<file path="config.mk">
export PLATFORM = sky130hd
export DESIGN_NAME = pll_prog_if
export DESIGN_NICKNAME = d
export VERILOG_FILES = /design/src/rtl/pll_prog_pkg.sv /design/src/rtl/pll_prog_sampler.sv /design/src/rtl/pll_prog_mode_fsm.sv /design/src/rtl/pll_prog_regs.sv /design/src/rtl/pll_prog_if.sv
export SDC_FILE = /design/constraint.sdc
export NUM_CORES = 1
export LEC_CHECK = 0
export ABC_AREA = 1
export BUFFER_PORTS_ARGS = -buffer_cell sky130_fd_sc_hd__buf_2
export CORE_MARGIN = 2
export CORE_UTILIZATION = 45
export CTS_BUF_LIST = sky130_fd_sc_hd__clkbuf_8 sky130_fd_sc_hd__clkbuf_16
export DETAILED_ROUTE_END_ITERATION = 10
export HOLD_SLACK_MARGIN = 0.03
export PLACE_DENSITY = 0.7
export SLEW_MARGIN = 20
export SYNTH_ARGS = -nofsm -noshare
export SYNTH_HDL_FRONTEND = slang
export SYNTH_SLANG_ARGS = --single-unit
</file>
<file path="constraint.sdc">
create_clock -name clk -period 2.1 [get_ports clk]
set_input_delay 0.21 -clock clk [delete_from_list [all_inputs] [get_ports clk]]
set_output_delay 0.21 -clock clk [all_outputs]
set_load 0.03 [all_outputs]
</file>
<file path="src/rtl/pll_prog_pkg.sv">
package pll_prog_pkg;

    localparam int DBUS_W  = 8;
    localparam int M_W     = 9;
    localparam int A_W     = 4;
    localparam int R_W     = 6;
    localparam int ENH_W   = 8;
    localparam int DIR_R_W = 4;
    localparam int PRI_W   = 1 + M_W + R_W + A_W;

    // bit positions inside the 20-bit word: {pre_en, M, R, A}
    localparam int A_LSB   = 0;
    localparam int R_LSB   = A_LSB + A_W;
    localparam int M_LSB   = R_LSB + R_W;
    localparam int PRE_BIT = PRI_W - 1;

    // parallel field split
    localparam int M_LO_W  = DBUS_W - 1;
    localparam int M_HI_W  = M_W - M_LO_W;
    localparam int R_LO_W  = DBUS_W - A_W;
    localparam int R_HI_W  = R_W - R_LO_W;

    // strobe vector indices
    localparam int STB_SCLK = 0;
    localparam int STB_SWR  = 1;
    localparam int STB_EWR  = 2;
    localparam int STB_M1   = 3;
    localparam int STB_M2   = 4;
    localparam int STB_AWR  = 5;
    localparam int STB_HOP  = 6;
    localparam int NUM_STB  = 7;

    typedef enum logic [1:0] {
        MODE_PARALLEL = 2'd0,
        MODE_SERIAL   = 2'd1,
        MODE_DIRECT   = 2'd2
    } mode_e;

    typedef struct packed {
        logic             pre_en;
        logic [M_W-1:0]   m;
        logic [R_W-1:0]   r;
        logic [A_W-1:0]   a;
    } word_t;

endpackage

</file>
<file path="src/rtl/pll_prog_sampler.sv">
module pll_prog_sampler #(
    parameter int W = 7
) (
    input  logic         clk,
    input  logic         rst_n,
    input  logic [W-1:0] pins,
    output logic [W-1:0] rise
);

    logic [W-1:0] cur_q;
    logic [W-1:0] old_q;

    for (genvar i = 0; i < W; i++) begin : g_bit
        always_ff @(posedge clk or negedge rst_n) begin
            if (!rst_n) begin
                cur_q[i] <= 1'b0;
                old_q[i] <= 1'b0;
            end else begin
                cur_q[i] <= pins[i];
                old_q[i] <= cur_q[i];
            end
        end
        assign rise[i] = cur_q[i] & ~old_q[i];
    end

endmodule

</file>
<file path="src/rtl/pll_prog_mode_fsm.sv">
module pll_prog_mode_fsm
    import pll_prog_pkg::*;
(
    input  logic clk,
    input  logic rst_n,
    input  logic bus_mode,
    input  logic ser_mode,
    output logic ser_active,
    output logic par_active,
    output logic dir_active
);

    mode_e state, state_nx;

    always_comb begin
        state_nx = state;
        unique case (state)
            MODE_PARALLEL: begin
                if (bus_mode)      state_nx = MODE_DIRECT;
                else if (ser_mode) state_nx = MODE_SERIAL;
            end
            MODE_SERIAL: begin
                if (bus_mode)       state_nx = MODE_DIRECT;
                else if (!ser_mode) state_nx = MODE_PARALLEL;
            end
            MODE_DIRECT: begin
                if (!bus_mode) state_nx = ser_mode ? MODE_SERIAL : MODE_PARALLEL;
            end
            default: state_nx = MODE_PARALLEL;
        endcase
    end

    always_ff @(posedge clk or negedge rst_n) begin
        if (!rst_n) state <= MODE_PARALLEL;
        else        state <= state_nx;
    end

    always_comb begin
        ser_active = 1'b0;
        par_active = 1'b0;
        dir_active = 1'b0;
        unique case (state)
            MODE_PARALLEL: par_active = 1'b1;
            MODE_SERIAL:   ser_active = 1'b1;
            MODE_DIRECT:   dir_active = 1'b1;
            default:       par_active = 1'b1;
        endcase
    end


    direct_sel_chk: assert property (@(posedge clk) disable iff (!rst_n)
        bus_mode |=> dir_active && !ser_active && !par_active);


    serial_sel_chk: assert property (@(posedge clk) disable iff (!rst_n)
        (!bus_mode && ser_mode) |=> ser_active && !dir_active);


    mode_onehot_chk: assert property (@(posedge clk) disable iff (!rst_n)
        $countones({ser_active, par_active, dir_active}) == 1);

endmodule

</file>
<file path="src/rtl/pll_prog_regs.sv">
module pll_prog_regs
    import pll_prog_pkg::*;
(
    input  logic               clk,
    input  logic               rst_n,
    input  logic               ser_active,
    input  logic               par_active,
    input  logic [NUM_STB-1:0] rise,
    input  logic               s_wr_lvl,
    input  logic               e_wr_lvl,
    input  logic               sdata_q,
    input  logic [DBUS_W-1:0]  d_q,
    output logic [PRI_W-1:0]   pri_r,
    output logic [PRI_W-1:0]   sec_r,
    output logic [ENH_W-1:0]   enh_r
);

    logic [PRI_W-1:0] pri_nx;
    logic [PRI_W-1:0] sec_nx;
    logic [ENH_W-1:0] enh_nx;
    logic             xfer;

    assign xfer = (ser_active && rise[STB_SWR]) ||
                  ((ser_active || par_active) && rise[STB_HOP]);

    always_comb begin
        pri_nx = pri_r;
        sec_nx = sec_r;
        enh_nx = enh_r;

        if (ser_active && rise[STB_SCLK]) begin
            if (e_wr_lvl)
                enh_nx = {enh_r[ENH_W-2:0], sdata_q};
            else if (!s_wr_lvl)
                pri_nx = {pri_r[PRI_W-2:0], sdata_q};
        end

        if (xfer)
            sec_nx = pri_r;

        if (par_active) begin
            if (rise[STB_M1]) begin
                pri_nx[PRE_BIT]          = d_q[DBUS_W-1];
                pri_nx[M_LSB +: M_LO_W]  = d_q[M_LO_W-1:0];
            end
            if (rise[STB_M2]) begin
                pri_nx[M_LSB + M_LO_W +: M_HI_W] = d_q[M_HI_W-1:0];
                pri_nx[R_LSB + R_LO_W +: R_HI_W] = d_q[M_HI_W +: R_HI_W];
            end
            if (rise[STB_AWR]) begin
                pri_nx[R_LSB +: R_LO_W] = d_q[A_W +: R_LO_W];
                pri_nx[A_LSB +: A_W]    = d_q[A_W-1:0];
            end
            if (rise[STB_EWR])
                enh_nx = d_q;
        end
    end

    always_ff @(posedge clk or negedge rst_n) begin
        if (!rst_n) begin
            pri_r <= '0;
            sec_r <= '0;
            enh_r <= '0;
        end else begin
            pri_r <= pri_nx;
            sec_r <= sec_nx;
            enh_r <= enh_nx;
        end
    end


    ser_shift_chk: assert property (@(posedge clk) disable iff (!rst_n)
        (ser_active && rise[STB_SCLK] && !e_wr_lvl && !s_wr_lvl)
        |=> (pri_r[0] == $past(sdata_q)) && (pri_r[PRI_W-1:1] == $past(pri_r[PRI_W-2:0])));


    enh_shift_chk: assert property (@(posedge clk) disable iff (!rst_n)
        (ser_active && rise[STB_SCLK] && e_wr_lvl)
        |=> (enh_r[0] == $past(sdata_q)) && $stable(pri_r));


    xfer_copy_chk: assert property (@(posedge clk) disable iff (!rst_n)
        ((ser_active && rise[STB_SWR]) || (par_active && rise[STB_HOP]))
        |=> sec_r == $past(pri_r));


    par_enh_chk: assert property (@(posedge clk) disable iff (!rst_n)
        (par_active && rise[STB_EWR]) |=> enh_r == $past(d_q));


    direct_hold_chk: assert property (@(posedge clk) disable iff (!rst_n)
        (!ser_active && !par_active) |=> $stable(pri_r) && $stable(sec_r) && $stable(enh_r));

endmodule

</file>
<file path="src/rtl/pll_prog_if.sv">
module pll_prog_if
    import pll_prog_pkg::*;
(
    input  logic               clk,
    input  logic               rst_n,
    input  logic               bus_mode,
    input  logic               ser_mode,
    input  logic               sclk,
    input  logic               sdata,
    input  logic               s_wr,
    input  logic               e_wr,
    input  logic               m1_wr,
    input  logic               m2_wr,
    input  logic               a_wr,
    input  logic               hop_wr,
    input  logic [DBUS_W-1:0]  dbus,
    input  logic [A_W-1:0]     dir_a,
    input  logic [DIR_R_W-1:0] dir_r,
    input  logic               use_primary,
    input  logic               enh_n,
    output logic               cfg_pre_en,
    output logic [M_W-1:0]     cfg_m,
    output logic [R_W-1:0]     cfg_r,
    output logic [A_W-1:0]     cfg_a,
    output logic [ENH_W-1:0]   enh_bits
);

    logic [NUM_STB-1:0] stb_pins;
    logic [NUM_STB-1:0] stb_rise;
    logic               ser_active, par_active, dir_active;
    logic [PRI_W-1:0]   pri_r, sec_r;
    logic [ENH_W-1:0]   enh_r;

    logic [DBUS_W-1:0]  dbus_q;
    logic [A_W-1:0]     dir_a_q;
    logic [DIR_R_W-1:0] dir_r_q;
    logic               sdata_q, s_wr_q, e_wr_q, sel_q, enh_n_q;
    word_t              chosen;

    assign stb_pins[STB_SCLK] = sclk;
    assign stb_pins[STB_SWR]  = s_wr;
    assign stb_pins[STB_EWR]  = e_wr;
    assign stb_pins[STB_M1]   = m1_wr;
    assign stb_pins[STB_M2]   = m2_wr;
    assign stb_pins[STB_AWR]  = a_wr;
    assign stb_pins[STB_HOP]  = hop_wr;

    always_ff @(posedge clk or negedge rst_n) begin
        if (!rst_n) begin
            dbus_q  <= '0;
            dir_a_q <= '0;
            dir_r_q <= '0;
            sdata_q <= 1'b0;
            s_wr_q  <= 1'b0;
            e_wr_q  <= 1'b0;
            sel_q   <= 1'b0;
            enh_n_q <= 1'b0;
        end else begin
            dbus_q  <= dbus;
            dir_a_q <= dir_a;
            dir_r_q <= dir_r;
            sdata_q <= sdata;
            s_wr_q  <= s_wr;
            e_wr_q  <= e_wr;
            sel_q   <= use_primary;
            enh_n_q <= enh_n;
        end
    end

    pll_prog_sampler #(.W(NUM_STB)) u_sampler (
        .clk   (clk),
        .rst_n (rst_n),
        .pins  (stb_pins),
        .rise  (stb_rise)
    );

    pll_prog_mode_fsm u_mode (
        .clk        (clk),
        .rst_n      (rst_n),
        .bus_mode   (bus_mode),
        .ser_mode   (ser_mode),
        .ser_active (ser_active),
        .par_active (par_active),
        .dir_active (dir_active)
    );

    pll_prog_regs u_regs (
        .clk        (clk),
        .rst_n      (rst_n),
        .ser_active (ser_active),
        .par_active (par_active),
        .rise       (stb_rise),
        .s_wr_lvl   (s_wr_q),
        .e_wr_lvl   (e_wr_q),
        .sdata_q    (sdata_q),
        .d_q        (dbus_q),
        .pri_r      (pri_r),
        .sec_r      (sec_r),
        .enh_r      (enh_r)
    );

    always_comb begin
        chosen = sel_q ? word_t'(pri_r) : word_t'(sec_r);
        if (dir_active) begin
            cfg_pre_en = dbus_q[DBUS_W-1];
            cfg_m      = {{M_HI_W{1'b0}}, dbus_q[M_LO_W-1:0]};
            cfg_a      = dir_a_q;
            cfg_r      = {{(R_W-DIR_R_W){1'b0}}, dir_r_q};
        end else begin
            cfg_pre_en = chosen.pre_en;
            cfg_m      = chosen.m;
            cfg_a      = chosen.a;
            cfg_r      = chosen.r;
        end
        enh_bits = enh_n_q ? '0 : enh_r;
    end


    enh_gate_chk: assert property (@(posedge clk) disable iff (!rst_n)
        $past(enh_n) |-> enh_bits == '0);


    direct_upper_chk: assert property (@(posedge clk) disable iff (!rst_n)
        $past(bus_mode) |-> (cfg_m[M_W-1:M_LO_W] == '0) && (cfg_r[R_W-1:DIR_R_W] == '0));

endmodule

</file>
# ---- Word-level counts from Yosys, hierarchy flattened
# Cells that the tools add are included.
# Widths: inputs -> output; s select.
dict set report classes {
  eq_ne 5
  muxes 29
  bitwise_logic 14
  reduce_logical 8
}
# operator n
set op_table {}
lappend op_table {{$mux 20} 5}
lappend op_table {{$mux 8} 6}
lappend op_table {{$mux 2} 7}
lappend op_table {{$mux 9} 1}
lappend op_table {{$and 1x1->1} 7}
lappend op_table {{$mux 7} 1}
lappend op_table {{$not 1->1} 7}
lappend op_table {{$mux 1} 6}
lappend op_table {{$mux 6} 1}
lappend op_table {{$ne 3x3->1 const B} 2}
lappend op_table {{$pmux 2 s3} 1}
lappend op_table {{$mux 4} 1}
lappend op_table {{$logic_and 1x1->1} 3}
lappend op_table {{$reduce_and 3->1} 1}
lappend op_table {{$eq 2x1->1 const B} 1}
lappend op_table {{$eq 2x2->1 const B} 1}
lappend op_table {{$logic_not 2->1} 1}
lappend op_table {{$logic_or 1x1->1} 2}
lappend op_table {{$ne 2x2->1 const B} 1}
lappend op_table {{$reduce_or 2->1} 1}
dict set report word_totals {
  reg_bits 83
  inputBits 30
  output_inout_bits 28
  elab_cells 80
}

# ---- Logic depth before layout (Yosys ltp)
dict set report logic_depth {
  word_depth 6
  ltp_mapped 9
  mapped_depth_nobuf 8
}

# ---- By module
# A second synthesis with hierarchy kept.
dict set report hier_totals {
  cells_unflattened 535
  area_unflattened_um2 4180.3
}
# module n_inst cells_per_inst area_each_um2 seq_area_each_um2
set modules_own_cells {}
lappend modules_own_cells {pll_prog_regs 1 306 2328.5 1201.2}
lappend modules_own_cells {pll_prog_if 1 172 1237.4 525.5}
lappend modules_own_cells {pll_prog_sampler 1 28 420.4 350.3}
lappend modules_own_cells {pll_prog_mode_fsm 1 29 193.9 50.0}

# ---- Worst setup path before layout
# Ideal clock, no wire load.
dict set report synth_path {
  kind {reg-to-output}
  from {register u_mode.state[0]}
  to {output cfg_m[7]}
  arrival_time_ns 1.590
  required_ns 1.890
  slack_ns 0.300
  path_stages_with_launch 8
  n_path_buf 2
  path_cell_list {dfrtp_1 -> inv_1 -> ha_1 -> buf_6 -> inv_1 -> buf_2 -> o21ai_0 -> a21oi_1}
}
dict set report synth_between {
  elab_chain_cells 3
}
# element line
set synth_rtl {}
lappend synth_rtl {{start, declared} pll_prog_mode_fsm.sv:13} ;# mode_e state, state_nx;
lappend synth_rtl {{start signal, assigned} pll_prog_mode_fsm.sv:35} ;# else state <= state_nx;
lappend synth_rtl {{$eq 2x2->1} pll_prog_mode_fsm.sv:42} ;# unique case (state)
lappend synth_rtl {{$mux 1} pll_prog_mode_fsm.sv:42}
lappend synth_rtl {{$mux 9} pll_prog_if.sv:104} ;# if (dir_active) begin
lappend synth_rtl {{end, declared} pll_prog_if.sv:22} ;# output logic [M_W-1:0] cfg_m,
# Every way passes these cells.

# ---- Final worst setup path
dict set report layout_path {
  from {register u_mode.state[0]}
  to {output cfg_m[2]}
}
# Same word-level chain as after synthesis.

==> metrics.cfg <==
[outcome]
status=completed

[yosys]
avgSynthCellArea_um2=8.00
netlist_top_cells_area=dfrtp_1 53%, nand2_1 15%, inv_1 7.2%, nand3_1 6.5%, a21oi_1 3.6%
yosys.area_share.simple=0.254
synth_top_family_by_area=simple AND/OR/NAND/NOR gates
yosys.area.top_type_share=0.527
synth_cells=493
syn_area_um2=3940
synth_compound_area_frac=0.0891
synthMuxAreaShare=0
yosysTopAreaCell=dfrtp_1
ys_warn_count=0
ys_seq_area_frac=0.527
ys_types=21
synthXorXnorAreaFrac=0
ys_ff_latch=83
syn_nets=528
synth_adder_area_share=0.0159

[clock_network]
cts-htree-levels=3
post_cts_buffers=0
cts_max_path_buffers=2
cts_made_buffers=9
insertion_delay_ps=360
root_buffer=clkbuf_8
clock_sinks=83
cts.clk_slew.worst_paths_ps=70
cts_tree=built

[floorplan]
start_util=0.459
fp.dieArea_um2=9530
placement_rows=34
die_h_um=97.6
die_w_um=97.6
boundaryPins=58
core_um2=8590

[min_path]
hold_class=input pin to flop

[place]
hpwl_um=6000
globalplace.congestion=0.841
port_buffers=57

[sta]
rsz0062_at_grt=false
period_minus_slack_ps=1980
relSlewSlack=0.583
setup_viol=0
tightest_slew_ps=624
hold_viol_final=0
slew_violations=0
skew_ps=13.0
fmax_mhz=506
period_share=0.941
setup_tns_ps=0

[critical_path]
end_kind=output pin
path_delay_family=buffers and inverters
crit_fanout=27
slowest_stage=dfrtp_2
startpoint_type=flop
path_cells=inv_1 > ha_2 > buf_12 > a21oi_1 > a22oi_1 > buf_2
required_ps=1890
critical_path_class=flop to output pin
cp_slowest_stage_delay_ps=440
cp_data_arrival_time_ps=1770
path_buf_inv=3

[global_route]
grt_pass1_wl_um=15000
grt_max_degree=45
overflow=0
antenna_found_initial=0
grt_pass1_vias=3311
gr-usage-all-layers=0.196

[routing]
dr.pass1.iters=4
via_count=3366
drc=0
first_iter_violations=248
ant_nets=0
totalWireLength_um=8650
vias_per_cell=4.89
wl_per_cell_um=12.6

[power_and_ir_drop]
ir_drop_uv=567
power_leakage_nw=2.57
power_density_nw_per_um2=1300

[run]
cap_violations=0

[layout]
fin_nets=611
area_growth_pct=21.9
antennaDiodeCount=0
fin_util=0.559
drive_gt1_frac=0.166

==> cell type report <==
class / count / area [µm²]
Clock inverter: 6 / 58.8
Multi-Input combinational cell: 309 / 1420
Sequential cell: 83 / 2080
Inverter: 80 / 312
Timing Repair Buffer: 93 / 676
Tap cell: 108 / 135
Fill cell: 781 / 3790
Clock buffer: 9 / 124
==> layout by cell type (no fill, tap or decap), types with 4 or more instances in the layout <==
cell,netlist,routed
nand2_1,162,162
dfrtp_1,83,82
inv_1,76,76
nand3_1,51,51
buf_2,12,51
a21oi_1,28,28
o21ai_0,27,27
dlygate4sd3_1,0,27
nor2_1,19,19
buf_4,3,12
clkbuf_8,0,9
a22oi_1,8,7
ha_1,5,4
==> metal layers <==
metal / global-route usage / share of wire / wire, µm
met5: 0 / 0 / 0
met4: 0.0962 / 0.023 / 199
met3: 0.0338 / 0.042 / 364
met2: 0.315 / 0.49 / 4270
met1: 0.258 / 0.44 / 3820
==> sequential cells by signal, summed over array words and instances (netlist names) <==
name             cells
u_regs.pri_r        20
u_regs.sec_r        20
dbus_q               8
u_regs.enh_r         8
u_sampler.cur_q      7
u_sampler.old_q      7
dir_a_q              4
dir_r_q              4
u_mode.state         2
enh_n_q              1
sdata_q              1
sel_q                1
==> worst reg2reg max path: stages, from the launching register on <==
cell	delay, ps
dfrtp_1	400
inv_1	100
ha_1	410
nor3_4	470
inv_4	110
nand3_1	110
nand2_1	60
==> power breakdown <==
part,internal (mW),switching [mW]
clock network,0.534,0.574
registers,2.07,0.346
logic,0.941,1.77
total,3.55,2.69
==> cell usage after synthesis <==
master,instances
nand2_1,162
dfrtp_1,83
inv_1,76
nand3_1,51
a21oi_1,28
o21ai_0,27
nor2_1,19
buf_2,12
a22oi_1,8
buf_6,5
ha_1,5
buf_4,3
inv_4,3
nor2_2,3
nor3_4,2
a21o_1,1
clkbuf_1,1
inv_2,1
nand2_2,1
nor3_2,1
o21ai_2,1
==> cells by family (layout without fill, tap and decap cells) <==
kind of cell / after synthesis / after routing
and+or+nand+nor: 239 / 239
buffers and inverters: 101 / 188
DFF: 83 / 83
AOI/OAI and AO/OA: 65 / 65
adders and majority gates: 5 / 5
==> timing repair <==
item / 4_1_cts / 5_1_grt
hold buffers: 27 / 0
gates resized for setup: 0 / 17
setup endpoints to repair: 5 / 20
hold endpoints to repair: 69 / 0
==> per-stage QoR <==
stage,instances,worst slack (ps),power [mW],hold slack (ps),instance area [µm²]
floorplan,493,300,4.35,-85.6,3940
global placement,646,364,4.98,254,4320
detailed placement,646,316,5.05,257,4320
CTS,688,-77.0,6.20,245,4770
global route,688,12.8,6.77,287,4810
finish,688,123,6.24,251,4810
==> worst paths after layout <==
| check | start | end | slack (ps) | cells past startpoint |
|---|---|---|---|---|
| setup / recovery | u_mode.state[0] | cfg_m[2] | 120 | 6 |
| hold / removal | ser_mode | u_mode.state[0] | 250 | 4 |
| setup reg to reg | u_mode.state[1] | u_regs.pri_r[1] | 350 | 6 |
| hold reg to reg | u_sampler.cur_q[3] | u_sampler.old_q[3] | 380 | 0 |
| max in group asynchronous | rst_n | u_mode.state[0] | 1090 | 3 |
| min in group asynchronous | rst_n | u_sampler.old_q[6] | 400 | 2 |
Note: power is estimated with default switching activity, not from simulation.
